`src/rtl/sar_seq_pkg.sv`:
```
package sar_seq_pkg;

    typedef enum logic [2:0] {
        SQ_IDLE,
        SQ_PULSE,
        SQ_CONVWAIT,
        SQ_SETTLE,
        SQ_LEAD,
        SQ_SHIFT,
        SQ_DONE,
        SQ_HOLD
    } sq_state_t;

endpackage

```
`src/rtl/sar_frame_timer.sv`:
```
module sar_frame_timer #(
    parameter int FRAME_CYC = 651
) (
    input  logic clk,
    input  logic rst,
    input  logic frame_begin,
    output logic frame_ok
);
    localparam int FW = $clog2(FRAME_CYC);
    localparam logic [FW-1:0] LAST = FW'(FRAME_CYC - 1);

    logic [FW-1:0] fcnt;

    // Counts cycles since the current start pulse; saturates at the budget end.
    always_ff @(posedge clk) begin
        if (rst) begin
            fcnt <= LAST;
        end else if (frame_begin) begin
            fcnt <= '0;
        end else if (fcnt != LAST) begin
            fcnt <= fcnt + 1'b1;
        end
    end

    assign frame_ok = (fcnt == LAST);

endmodule

```
`src/rtl/sar_sclk_gen.sv`:
```
module sar_sclk_gen #(
    parameter int NBITS     = 16,
    parameter int SCLK_HALF = 4
) (
    input  logic clk,
    input  logic rst,
    input  logic in_shift,
    input  logic stay_shift,
    output logic sclk_n,
    output logic rise_n,
    output logic last
);
    localparam int PW = $clog2(2 * SCLK_HALF);
    localparam int BW = $clog2(NBITS);
    localparam logic [PW-1:0] PEND = PW'(2 * SCLK_HALF - 1);
    localparam logic [PW-1:0] PHI  = PW'(SCLK_HALF);
    localparam logic [BW-1:0] BEND = BW'(NBITS - 1);

    logic [PW-1:0] pc, pc_n;
    logic [BW-1:0] bc;

    always_comb begin
        if (!in_shift || pc == PEND) begin
            pc_n = '0;
        end else begin
            pc_n = pc + 1'b1;
        end
    end

    assign sclk_n = stay_shift && (pc_n >= PHI);
    assign rise_n = stay_shift && (pc_n == PHI);
    assign last   = in_shift && (pc == PEND) && (bc == BEND);

    always_ff @(posedge clk) begin
        if (rst) begin
            pc <= '0;
            bc <= '0;
        end else begin
            pc <= pc_n;
            if (!in_shift) begin
                bc <= '0;
            end else if (pc == PEND) begin
                bc <= bc + 1'b1;
            end
        end
    end

endmodule

```
`src/rtl/sar_shift_rx.sv`:
```
module sar_shift_rx #(
    parameter int NBITS = 16
) (
    input  logic             clk,
    input  logic             rst,
    input  logic             cap,
    input  logic             sdo,
    input  logic             load,
    output logic [NBITS-1:0] dout,
    output logic             dout_vld
);
    logic [NBITS-1:0] sh;

    always_ff @(posedge clk) begin
        if (rst) begin
            sh       <= '0;
            dout     <= '0;
            dout_vld <= 1'b0;
        end else begin
            if (cap) begin
                sh <= {sh[NBITS-2:0], sdo};
            end
            if (load) begin
                dout <= sh;
            end
            dout_vld <= load;
        end
    end

endmodule

```
`src/rtl/sar_seq_fsm.sv`:
```
module sar_seq_fsm
    import sar_seq_pkg::*;
#(
    parameter int PULSE_CYC  = 2,
    parameter int CONV_CYC   = 415,
    parameter int SETTLE_CYC = 5,
    parameter int LEAD_CYC   = 3
) (
    input  logic      clk,
    input  logic      rst,
    input  logic      trig,
    input  logic      free_run,
    input  logic      overlap_rd,
    input  logic      frame_ok,
    input  logic      shift_last,
    output sq_state_t st,
    output sq_state_t st_n
);
    localparam int TW = $clog2(CONV_CYC + SETTLE_CYC + LEAD_CYC + 1);

    logic [TW-1:0] tcnt;
    logic          tmo;
    logic          mode_q;

    function automatic logic [TW-1:0] dur_of(input sq_state_t s);
        logic [TW-1:0] d;
        case (s)
            SQ_PULSE:    d = TW'(PULSE_CYC - 1);
            SQ_CONVWAIT: d = TW'(CONV_CYC - PULSE_CYC - 1);
            SQ_SETTLE:   d = TW'(SETTLE_CYC - 1);
            SQ_LEAD:     d = TW'(LEAD_CYC - 1);
            default:     d = '0;
        endcase
        return d;
    endfunction

    assign tmo = (tcnt == '0);

    // State register
    always_ff @(posedge clk) begin
        if (rst) begin
            st <= SQ_IDLE;
        end else begin
            st <= st_n;
        end
    end

    // Per-state dwell timer and mode capture at sample start
    always_ff @(posedge clk) begin
        if (rst) begin
            tcnt   <= '0;
            mode_q <= 1'b0;
        end else begin
            if (st_n != st) begin
                tcnt <= dur_of(st_n);
            end else if (!tmo) begin
                tcnt <= tcnt - 1'b1;
            end
            if (st_n == SQ_PULSE && st != SQ_PULSE) begin
                mode_q <= overlap_rd;
            end
        end
    end

    // Next-state decode
    always_comb begin
        st_n = st;
        unique case (st)
            SQ_IDLE:     if ((trig || free_run) && frame_ok) st_n = SQ_PULSE;
            SQ_PULSE:    if (tmo) st_n = mode_q ? SQ_LEAD : SQ_CONVWAIT;
            SQ_CONVWAIT: if (tmo) st_n = SQ_SETTLE;
            SQ_SETTLE:   if (tmo) st_n = SQ_LEAD;
            SQ_LEAD:     if (tmo) st_n = SQ_SHIFT;
            SQ_SHIFT:    if (shift_last) st_n = SQ_DONE;
            SQ_DONE:     st_n = SQ_HOLD;
            SQ_HOLD:     if (frame_ok) st_n = free_run ? SQ_PULSE : SQ_IDLE;
            default:     st_n = SQ_IDLE;
        endcase
    end

endmodule

```
`src/rtl/sar_seq_top.sv`:
```
module sar_seq_top
    import sar_seq_pkg::*;
#(
    parameter int NBITS      = 16,
    parameter int SCLK_HALF  = 4,
    parameter int PULSE_CYC  = 2,
    parameter int CONV_CYC   = 415,
    parameter int SETTLE_CYC = 5,
    parameter int LEAD_CYC   = 3,
    parameter int MARGIN_CYC = 100
) (
    input  logic             clk,
    input  logic             rst,
    input  logic             trig,
    input  logic             free_run,
    input  logic             overlap_rd,
    input  logic             sdo,
    output logic             conv_go,
    output logic             cs_n,
    output logic             sclk,
    output logic [NBITS-1:0] dout,
    output logic             dout_vld
);
    localparam int SHIFT_CYC = 2 * SCLK_HALF * NBITS;
    localparam int FRAME_CYC = CONV_CYC + SETTLE_CYC + LEAD_CYC + SHIFT_CYC + MARGIN_CYC;

    sq_state_t st, st_n;
    logic      frame_ok;
    logic      shift_last;
    logic      sclk_n;
    logic      rise_n;

    sar_seq_fsm #(
        .PULSE_CYC (PULSE_CYC),
        .CONV_CYC  (CONV_CYC),
        .SETTLE_CYC(SETTLE_CYC),
        .LEAD_CYC  (LEAD_CYC)
    ) u_fsm (
        .clk       (clk),
        .rst       (rst),
        .trig      (trig),
        .free_run  (free_run),
        .overlap_rd(overlap_rd),
        .frame_ok  (frame_ok),
        .shift_last(shift_last),
        .st        (st),
        .st_n      (st_n)
    );

    sar_frame_timer #(
        .FRAME_CYC(FRAME_CYC)
    ) u_frame (
        .clk        (clk),
        .rst        (rst),
        .frame_begin(st_n == SQ_PULSE && st != SQ_PULSE),
        .frame_ok   (frame_ok)
    );

    sar_sclk_gen #(
        .NBITS    (NBITS),
        .SCLK_HALF(SCLK_HALF)
    ) u_sclk (
        .clk       (clk),
        .rst       (rst),
        .in_shift  (st == SQ_SHIFT),
        .stay_shift(st_n == SQ_SHIFT),
        .sclk_n    (sclk_n),
        .rise_n    (rise_n),
        .last      (shift_last)
    );

    sar_shift_rx #(
        .NBITS(NBITS)
    ) u_rx (
        .clk     (clk),
        .rst     (rst),
        .cap     (rise_n),
        .sdo     (sdo),
        .load    (st_n == SQ_DONE),
        .dout    (dout),
        .dout_vld(dout_vld)
    );

    // Pin outputs registered from the next state so they change on clean edges.
    always_ff @(posedge clk) begin
        if (rst) begin
            conv_go <= 1'b0;
            cs_n    <= 1'b1;
            sclk    <= 1'b0;
        end else begin
            conv_go <= (st_n == SQ_PULSE);
            cs_n    <= !(st_n == SQ_LEAD || st_n == SQ_SHIFT);
            sclk    <= sclk_n;
        end
    end

endmodule

```
`config.mk`:
```
export PLATFORM = sky130hd
export DESIGN_NAME = sar_seq_top
export DESIGN_NICKNAME = d
export VERILOG_FILES = /design/src/rtl/sar_seq_pkg.sv /design/src/rtl/sar_frame_timer.sv /design/src/rtl/sar_sclk_gen.sv /design/src/rtl/sar_shift_rx.sv /design/src/rtl/sar_seq_fsm.sv /design/src/rtl/sar_seq_top.sv
export SDC_FILE = /design/constraint.sdc
export NUM_CORES = 1
export LEC_CHECK = 0
export ABC_CLOCK_PERIOD_IN_PS = 2150
export BUFFER_PORTS_ARGS = -buffer_cell sky130_fd_sc_hd__buf_2
export CORE_MARGIN = 4
export CORE_UTILIZATION = 55
export CTS_BUF_LIST = sky130_fd_sc_hd__clkbuf_4 sky130_fd_sc_hd__clkbuf_8
export DETAILED_ROUTE_END_ITERATION = 16
export HOLD_SLACK_MARGIN = 0.06
export PLACE_DENSITY = 0.83
export SYNTH_ARGS = -nofsm -noshare
export SYNTH_HDL_FRONTEND = slang
export SYNTH_SLANG_ARGS = --single-unit
```
`constraint.sdc`:
```
create_clock -name clk -period 2.15 [get_ports clk]
set_input_delay 0.1075 -clock clk [delete_from_list [all_inputs] [get_ports clk]]
set_output_delay 0.1075 -clock clk [all_outputs]
set_load 0.01 [all_outputs]
```
After elaboration in Yosys (flattened, before gate mapping)
Cells that the tools add are included.
{"block": "op_classes", "add_sub_neg": 4, "multipliers": 0, "div": 0, "n_lt_le_gt_ge": 1, "n_eq_ne": 21, "shifts": 0, "mux": 16, "n_bitwise": 1, "n_reduce_logical": 16}
{"cell": "$pmux W9 S4", "count": 1}
{"cell": "$eq A3 B3 Y1 const B", "count": 9}
{"cell": "$mux W3", "count": 9}
{"cell": "$pmux W3 S8", "count": 1}
{"cell": "$mux W10", "count": 2}
{"cell": "$mux W9", "count": 2}
{"cell": "$eq A3 B2 Y1 const B", "count": 4}
{"cell": "$add A10 B1 Y10 const B", "count": 1}
{"cell": "$eq A10 B10 Y1 const B", "count": 1}
{"cell": "$ne A10 B10 Y1 const B", "count": 1}
{"cell": "$logic_not A9 Y1", "count": 1}
{"cell": "$sub A9 B1 Y9 const B", "count": 1}
{"cell": "$eq A3 B1 Y1 const B", "count": 2}
{"cell": "$logic_and A1 B1 Y1", "count": 6}
{"cell": "$add A4 B1 Y4 const B", "count": 1}
{"cell": "$eq A4 B4 Y1 const B", "count": 1}
{"cell": "$reduce_or A2 Y1", "count": 2}
{"cell": "$add A3 B1 Y3 const B", "count": 1}
{"cell": "$ge A3 B3 Y1 const B", "count": 1}
{"cell": "$logic_not A3 Y1", "count": 1}
{"cell": "$logic_or A1 B1 Y1", "count": 3}
{"cell": "$ne A3 B1 Y1 const B", "count": 1}
{"cell": "$ne A3 B3 Y1", "count": 1}
{"cell": "$logic_not A1 Y1", "count": 2}
{"cell": "4 further kinds", "count": 4}
{"block": "totals", "ff_bits": 66, "latch_bits": 0, "ram_bits": 0, "mem_bits_ro": 0, "inputBits": 6, "output_inout_bits": 20, "word_cells": 72, "n_memories": 0}

Depth between registers and ports, before layout
Gate-level depths: netlist (run 1).
{"block": "logic_depth", "depth_word": 8, "mapped_depth": 10, "mapped_depth_nobuf": 8}

Hierarchy
A second synthesis (run 1) with hierarchy kept.
{"block": "hier_totals", "hier_cells": 320, "area_unflattened_um2": 3016.6}
{"mod": "sar_shift_rx", "n_inst": 1, "cells_each": 106, "area_per_inst_um2": 1188.6, "seq_area_each_um2": 660.6}
{"mod": "sar_seq_fsm", "n_inst": 1, "cells_each": 109, "area_per_inst_um2": 850.8, "seq_area_each_um2": 260.2}
{"mod": "sar_frame_timer", "n_inst": 1, "cells_each": 60, "area_per_inst_um2": 509.2, "seq_area_each_um2": 200.2}
{"mod": "sar_sclk_gen", "n_inst": 1, "cells_each": 34, "area_per_inst_um2": 339.1, "seq_area_each_um2": 140.1}
{"mod": "sar_seq_top", "n_inst": 1, "cells_each": 11, "area_per_inst_um2": 128.9, "seq_area_each_um2": 60.1}

Worst setup path before layout (run 1)
Ideal clock, no wire load.
{"block": "synth_path", "path_kind": "register to register", "start": "reg u_sclk.pc[0]", "end": "reg u_rx.sh[6]", "setup_ps": 128, "arrival_time_ps": 1943, "required_ps": 2022, "setup_slack_ps": 80, "path_stages_with_launch": 9, "n_path_buf": 2, "period_less_slack_ps": 2070, "cell_sequence": "dfxtp_1 -> ha_1 -> ha_1 -> buf_2 -> nor4bb_1 -> nand4_1 -> buf_2 -> mux2i_1 -> nor2_1"}
{"block": "synth_between", "elab_chain_cells": 7, "word_cells_on_any_way": 11, "cone_classes": "add/sub (1); eq/ne (3); mux (3); reduce/logical (4)"}
{"element": "start: declaration", "line": "sar_sclk_gen.sv:19", "source": "logic [PW-1:0] pc, pc_n;"}
{"element": "start signal: assignment", "line": "sar_sclk_gen.sv:39", "source": "pc <= pc_n;"}
{"element": "$eq A3 B3 Y1", "line": "sar_sclk_gen.sv:23, sar_sclk_gen.sv:32"}
{"element": "$logic_and A1 B1 Y1 (2 in series)", "line": "sar_sclk_gen.sv:32", "source": "assign last = in_shift && (pc == PEND) && (bc == BEND);"}
{"element": "$mux W3", "line": "sar_seq_fsm.sv:74", "source": "SQ_SHIFT: if (shift_last) st_n = SQ_DONE;"}
{"element": "$pmux W3 S8", "line": "sar_seq_fsm.sv:68", "source": "unique case (st)"}
{"element": "$eq A3 B3 Y1", "line": "sar_seq_top.sv:66", "source": ".stay_shift(st_n == SQ_SHIFT),"}
{"element": "$logic_and A1 B1 Y1 (*)", "line": "sar_sclk_gen.sv:31", "source": "assign rise_n = stay_shift && (pc_n == PHI);"}
{"element": "end signal: assignment", "line": "sar_shift_rx.sv:21", "source": "sh <= {sh[NBITS-2:0], sdo};"}
{"element": "end: declaration", "line": "sar_shift_rx.sv:12", "source": "logic [NBITS-1:0] sh;"}
Mark *: on every way between the ends. The rest lies on a longest branch, timed or not.
A chain may end at the register's enable or synchronous reset.

Worst setup path after layout (run 1)
{"block": "layout_path", "start": "reg u_frame.fcnt[0]", "end": "reg u_fsm.mode_q"}
{"block": "layout_between", "elab_chain_cells": 6, "word_cells_on_any_way": 7, "cone_classes": "eq/ne (2); mux (3); reduce/logical (2)"}
{"element": "start: declaration", "line": "sar_frame_timer.sv:12", "source": "logic [FW-1:0] fcnt;"}
{"element": "start signal: assignment", "line": "sar_frame_timer.sv:21", "source": "fcnt <= fcnt + 1'b1;"}
{"element": "$eq A10 B10 Y1 (*)", "line": "sar_frame_timer.sv:25", "source": "assign frame_ok = (fcnt == LAST);"}
{"element": "$logic_and A1 B1 Y1", "line": "sar_seq_fsm.sv:69", "source": "SQ_IDLE: if ((trig || free_run) && frame_ok) st_n = SQ_PULSE;"}
{"element": "$mux W3", "line": "sar_seq_fsm.sv:69"}
{"element": "$pmux W3 S8 (*)", "line": "sar_seq_fsm.sv:68"}
{"element": "$eq A3 B1 Y1 (*)", "line": "sar_seq_fsm.sv:59", "source": "if (st_n == SQ_PULSE && st != SQ_PULSE) begin"}
{"element": "$logic_and A1 B1 Y1 (*)", "line": "sar_seq_fsm.sv:59"}
{"element": "end signal: assignment", "line": "sar_seq_fsm.sv:60", "source": "mode_q <= overlap_rd;"}
{"element": "end: declaration", "line": "sar_seq_fsm.sv:23", "source": "logic mode_q;"}
Marked as above.

==> results of run 1 <==
## power breakdown
part | internal [mW] | switching [mW] | leakage [nW] | total (mW)
clock network | 0.602 | 0.487 | 0.102 | 1.09
registers | 1.35 | 0.144 | 0.535 | 1.49
logic | 0.576 | 0.691 | 0.783 | 1.27
## cell families after synthesis
group                    after synthesis  share of synthesized area
AO/OA/AOI/OAI                         42                    0.09143
XOR/XNOR                              19                    0.05846
adder cells (fa/ha/maj)                7                    0.03077
buffers and inverters                 22                    0.03604
flip-flops                            66                     0.4642
multiplexers                          19                    0.06681
AND/OR/NAND/NOR                      141                     0.2523
## what timing repair did
item                                    4_1_cts  5_1_grt
resized for setup                             1        8
endpoints found under the hold margin         2        0
pin swaps                                     0        1
endpoints found under the setup margin        1       12
gates cloned                                  0        1
hold buffers                                  2        0
## stage by stage
step | power [mW] | area, µm² | instances | utilization
2_1_floorplan | 2.494 | 2846 | 316 | -
3_3_place_gp | 2.635 | 3054 | 402 | 0.6259
3_5_place_dp | 2.681 | 3054 | 402 | 0.6259
4_1_cts | 3.788 | 3289 | 420 | 0.6741
5_1_grt | 4.088 | 3322 | 421 | 0.6808
6_report | 3.851 | 3322 | 421 | 0.6808
## worst max-delay path, stage by stage (launching register included)
cell and delay [ps]:
dfxtp_1 330, inv_1 100, ha_1 150, and4bb_2 240, and3_2 280, o221ai_1 150, o21ba_4 280, and4_4 270
mux2i_1 180
## layout make-up
cell class / count / share of cell area
inverter: 5 / 0.005650
timing repair buffer: 38 / 0.06855
clock inverter: 5 / 0.01883
tap: 67 / 0.02524
clock buffer: 11 / 0.04557
sequential: 66 / 0.3977
multi-input combinational: 229 / 0.4384
## synth_stat cells (all sizes together)
| cell type | n | area share |
|---|---|---|
| a21o | 1 | 0.0026 |
| a21oi | 22 | 0.039 |
| a221o | 1 | 0.0035 |
| a31oi | 3 | 0.0088 |
| and2 | 1 | 0.0022 |
| and3 | 5 | 0.011 |
| and3b | 2 | 0.0062 |
| and4 | 1 | 0.0040 |
| and4bb | 1 | 0.0044 |
| buf | 6 | 0.015 |
| clkbuf | 11 | 0.015 |
| dfxtp | 66 | 0.46 |
| ha | 7 | 0.031 |
| inv | 5 | 0.0066 |
| mux2i | 19 | 0.067 |
| nand2 | 48 | 0.063 |
| nand2b | 3 | 0.0066 |
| nand3 | 8 | 0.014 |
| nand4 | 7 | 0.015 |
| nor2 | 40 | 0.053 |
| nor2b | 1 | 0.0022 |
| nor3 | 10 | 0.026 |
| nor3b | 4 | 0.012 |
| nor4 | 3 | 0.012 |
| nor4b | 1 | 0.0053 |
| nor4bb | 1 | 0.0035 |
| o211ai | 1 | 0.0026 |
| o21a | 1 | 0.0026 |
| o21ai | 6 | 0.011 |
| o21ba | 1 | 0.0057 |
| o21bai | 3 | 0.0079 |
| o221ai | 1 | 0.0031 |
| o22ai | 1 | 0.0022 |
| o2bb2ai | 1 | 0.0031 |
| or3 | 5 | 0.011 |
| xnor2 | 11 | 0.034 |
| xor2 | 8 | 0.025 |
## routing by layer
metal,global-route usage,vias to the layer above,wire (µm)
li1,-,1147,-
met1,0.2208,1062,2481
met2,0.3146,46,2786
met3,0.05982,13,231
met4,0.08277,0,126
met5,0,-,0
## how the worst max path moves through the flow
| stage | from | to | slack [ps] | cells after the start |
|---|---|---|---|---|
| finish | u_frame.fcnt[0] | u_fsm.mode_q | 100 | 8 |
| global route | u_frame.fcnt[0] | u_fsm.mode_q | -2 | 8 |
| CTS | u_frame.fcnt[0] | u_fsm.mode_q | 50 | 8 |
| detailed placement | u_frame.fcnt[0] | u_fsm.mode_q | 20 | 8 |
| global placement | u_frame.fcnt[0] | u_fsm.mode_q | 110 | 8 |
| floorplan | u_sclk.pc[0] | u_rx.sh[6] | 80 | 8 |
## registers in the layout (all words and copies together), names as in the netlist
register	cells
u_sclk.bc	4
u_fsm.st	3
u_fsm.mode_q	1
cs_n	1
u_fsm.tcnt	9
conv_go	1
u_sclk.pc	3
u_rx.dout	16
u_rx.dout_vld	1
sclk	1
u_frame.fcnt	10
u_rx.sh	16
## cells in the final DEF, fill, tap and decap left out, types with 2 or more instances in the layout
master         netlist  routed
nand2b_1             3       3
nand4_1              7       7
xnor2_1             11      11
nor4_1               2       2
nor2_1              40      40
inv_1                5       5
a21oi_1             22      20
and3_2               0       2
and3b_1              2       2
o21ai_1              1       4
o21bai_1             3       3
buf_4                0      11
clkinvlp_4           0       2
dlygate4sd3_1        0       2
nor3_1               5       5
nand3_1              8       8
clkbuf_8             0      11
o21ai_0              5       2
a31oi_1              2       2
or3_1                5       4
clkinv_4             0       2
a21oi_2              0       2
buf_2                4      25
and3_1               5       3
mux2i_1             19      19
xor2_1               8       8
nor3_2               5       5
ha_1                 7       7
nand2_1             48      48
nor3b_1              3       3
dfxtp_1             66      66
==> impl_metrics.tcl, run 1 <==
set metrics [dict create \
    ys_types 43 \
    numPortBuffers 25 \
    design.core.area_um2 4880 \
    die_area_um2 6390 \
    slew_viol_final 0 \
    hold_end "u_frame.fcnt[2]" \
    n_antenna_cell 0 \
    r2r_end "u_fsm.mode_q" \
    io_pins 26 \
    worstReg2RegStart "u_frame.fcnt[0]" \
    tns_ps 0 \
    syn_to_final_growth_pct 16.70 \
    track_usage 0.1887 \
    min_path_cells 2 \
    wl_per_cell_um 13.36 \
    wl_mm 5.625 \
    vias 2268 \
    ys_warn_count 0 \
    hold_viol 0 \
    cts_setup_buffers 0 \
    die_w_um 79.94 \
    grt_overflow 0 \
    slew_headroom 0.7347 \
    worstSetupPathType "reg2reg" \
    die_h_um 79.94 \
    cellLeakagePower_nw 1.420 \
    firstDrtPassIters 4 \
    crit_required_ps 2420 \
    yosysSeqAreaShare 0.4642 \
    crit_path_start_kind "register" \
    fin_crit_ps 2048 \
    cts-root-buf "clkbuf_8" \
    fmax_mhz 488.2 \
    worstPathArrival_ps 2320 \
    drc_errors 0 \
    cap_violations 0 \
    fin_worst_skew_ps 7.641 \
    antenna_found_initial 0 \
    synth_area_per_cell_um2 9.008 \
    gp_congestion 0.8557 \
    worst_pin_slew_ps 397.3 \
    routed_via_density 5.387 \
    min_period_over_period 0.9527 \
    grt_max_degree 24 \
    peakVddDrop_v 0.0006330 \
    start_util 0.5833 \
    powerDensity_nw_per_um2 1159 \
    grt_pass1_vias 2109 \
    hpwlAfterDp_mm 3.772 \
    fp-row-count 25 \
    grt_pass1_wl_mm 9.411 \
    pre_cts_ws_ps 18.40 \
    setup_viol 0 \
    min_from "rst" \
    numClockSinks 66 \
    synth.net_count 329 \
    crit_fanout 7 \
    h-tree-depth 3 \
    postSynthCellCount 316 \
    synth_area_um2 2846 \
    clk_latency_ps 340 \
    nets 362 \
    drive_gt1_frac 0.1977 \
    antenna_left 0 \
    cts_tree "done" \
    cts_made_buffers 9 \
    multi_input_area_um2 1456 \
    worstHoldPathType "in2reg" \
    reg2reg_slack_ps 100 \
    ff_latch_area_um2 1321 \
    synth-seq-cells 66 \
    worstRegToRegCells 8 \
    clk_path_buf_depth 2 \
    drtIter0Drc 131 \
    status "finished, final reports clean" \
    cp-end-kind "register" \
    clk_pin_slew_ps 80 \
    fillCellCount 411 \
    whs_ps 97.12 \
    final.setup.worst_slack_ps 101.7 \
]
No activity file was read; power rests on OpenSTA's default activity.
==> run 2: changes to the inputs <==
PLACE_DENSITY = 0.82   (was 0.83)
==> run 2 against run 1 <==
Effect of this change: worst hold slack improved by 75 ps; sequential cell count unchanged; register-to-register slack better by 20 ps; highest routed layer unchanged; cell count is 0.71% lower; critical endpoint unchanged; maximum frequency is 1.2% higher; global-route usage grew 0.51 points; clock-buffer cell count decreased by 1; clock power about the same; setup slack gained 24 ps.
==> impl_metrics.tcl, run 2 (synthesized netlist as in run 1, its figures left out) <==
set metrics [dict create \
    powerDensity_nw_per_um2 1182 \
    numClockSinks 66 \
    die_area_um2 6390 \
    busiest_layer "met2" \
    crit_fanout 5 \
    grt_pass1_vias 2172 \
    vias 2245 \
    cap_violations 0 \
    rsz0062_at_grt "yes" \
    grt_max_degree 41 \
    grt_util_met3 0.06433 \
    n_antenna_cell 0 \
    worstSetupPathType "reg2reg" \
    crit_path_start_kind "register" \
    reg2reg_slack_ps 130 \
    clk_path_buf_depth 2 \
    reg_top3 "u_rx.dout x16, u_rx.sh x16, u_frame.fcnt x10" \
    fin_crit_ps 2024 \
    syn_to_final_growth_pct 16.40 \
    worstHoldPathType "in2reg" \
    cts_setup_buffers 0 \
    cts_tree "done" \
    nets 360 \
    use_met1 0.2309 \
    fp-row-count 25 \
    cp-end-kind "register" \
    peakVddDrop_v 0.0006004 \
    placed_cell_area_um2 3039 \
    clk_pin_slew_ps 70 \
    whs_ps 171.8 \
    io_pins 26 \
    firstDrtPassIters 4 \
    cts_made_buffers 9 \
    final_common_cell "dfxtp_1" \
    wl_mm 5.723 \
    h-tree-depth 3 \
    slew_viol_final 0 \
    grt_pass1_wl_mm 9.735 \
    grt_overflow 0 \
    drc_errors 0 \
    hpwlAfterDp_mm 3.806 \
    fin_worst_skew_ps 8.999 \
    worst_pin_slew_ps 432.1 \
    wl_per_cell_um 13.69 \
    status "finished, final reports clean" \
    fmax_mhz 494.0 \
    gp_congestion 0.8838 \
    crit_required_ps 2420 \
    design.core.area_um2 4880 \
    layout_common_cells "dfxtp_1, nand2_1, nor2_1" \
    setup_viol 0 \
    die_w_um 79.94 \
    track_usage 0.1938 \
    stdcell_area_um2 3313 \
    hold_viol 0 \
    worstRegToRegCells 8 \
    worstPathArrival_ps 2290 \
    start_util 0.5833 \
    antenna_found_initial 0 \
    clk_latency_ps 340 \
    drtIter0Drc 217 \
    numPortBuffers 25 \
    cellLeakagePower_nw 1.419 \
    drive_gt1_frac 0.1909 \
    cts-root-buf "clkbuf_8" \
    min_path_cells 2 \
    antenna_left 0 \
    grt_util_met2 0.3253 \
    die_h_um 79.94 \
    slew_headroom 0.7116 \
    min_period_over_period 0.9415 \
    routed_via_density 5.371 \
]
[run 2: changes by cell type in the layout (fill, tap and decap cells not counted), moves of 2 or more]
cell	change
clkinvlp_4	-2
buf_4	-2
and3_2	-2
clkinv_2	+2
[run 2: cell type report]
cell class | instances | area (µm²)
Clock buffer | 10 | 137.6
Clock inverter | 5 | 78.83
Fill cell | 399 | 1567
Inverter | 5 | 18.77
Multi-Input combinational cell | 229 | 1460
Sequential cell | 66 | 1321
Tap cell | 67 | 83.83
Timing Repair Buffer | 36 | 212.7
[run 2: where the power goes]
part	internal (mW)	total [mW]	switching [mW]	leakage, nW
logic	0.572	1.30	0.725	0.772
registers	1.35	1.50	0.146	0.535
clock network	0.676	1.12	0.448	0.112
[run 2: worst paths after layout]
path	start	endpoint
hold / removal	rst	u_frame.fcnt[8]
hold reg to reg	u_rx.dout[11]	u_rx.dout[11]
setup / recovery	u_fsm.tcnt[0]	u_fsm.mode_q
setup reg to reg	u_fsm.tcnt[0]	u_fsm.mode_q
[run 2: metrics by stage]
step | TNS [ps] | cells | total power [mW] | setup slack [ps] | util
final | 0 | 418 | 3.918 | 125.7 | 0.6790
after CTS | 0 | 417 | 3.818 | 59.47 | 0.6715
after detailed placement | 0 | 400 | 2.681 | 14.03 | 0.6228
after global routing | -327.4 | 418 | 4.186 | -48.23 | 0.6790
after global placement | 0 | 400 | 2.629 | 107.0 | 0.6228
after floorplan | 0 | 316 | 2.494 | 79.86 | -
[run 2: critical path: stages, from the launching register on]
cell and delay (ps):
dfxtp_1 350, inv_1 110, ha_1 170, nor4b_4 260, nand2_1 200, nand3_1 140
and3_1 240, and4_4 300, mux2i_1 190
[run 2: metal layers]
layer  wire [µm]  part of all wire
met1        2484              0.43
met2        2875              0.50
met3         283             0.049
met4          79             0.014
met5           0                 0
[run 2: timing repair]
item                                   in CTS  in global routing
hold buffers                                2                  0
endpoints found under the hold margin       2                  0
cloned                                      0                  1
setup endpoints to repair                   1                 22
resized for setup                           1                  9
pin swaps                                   0                  1
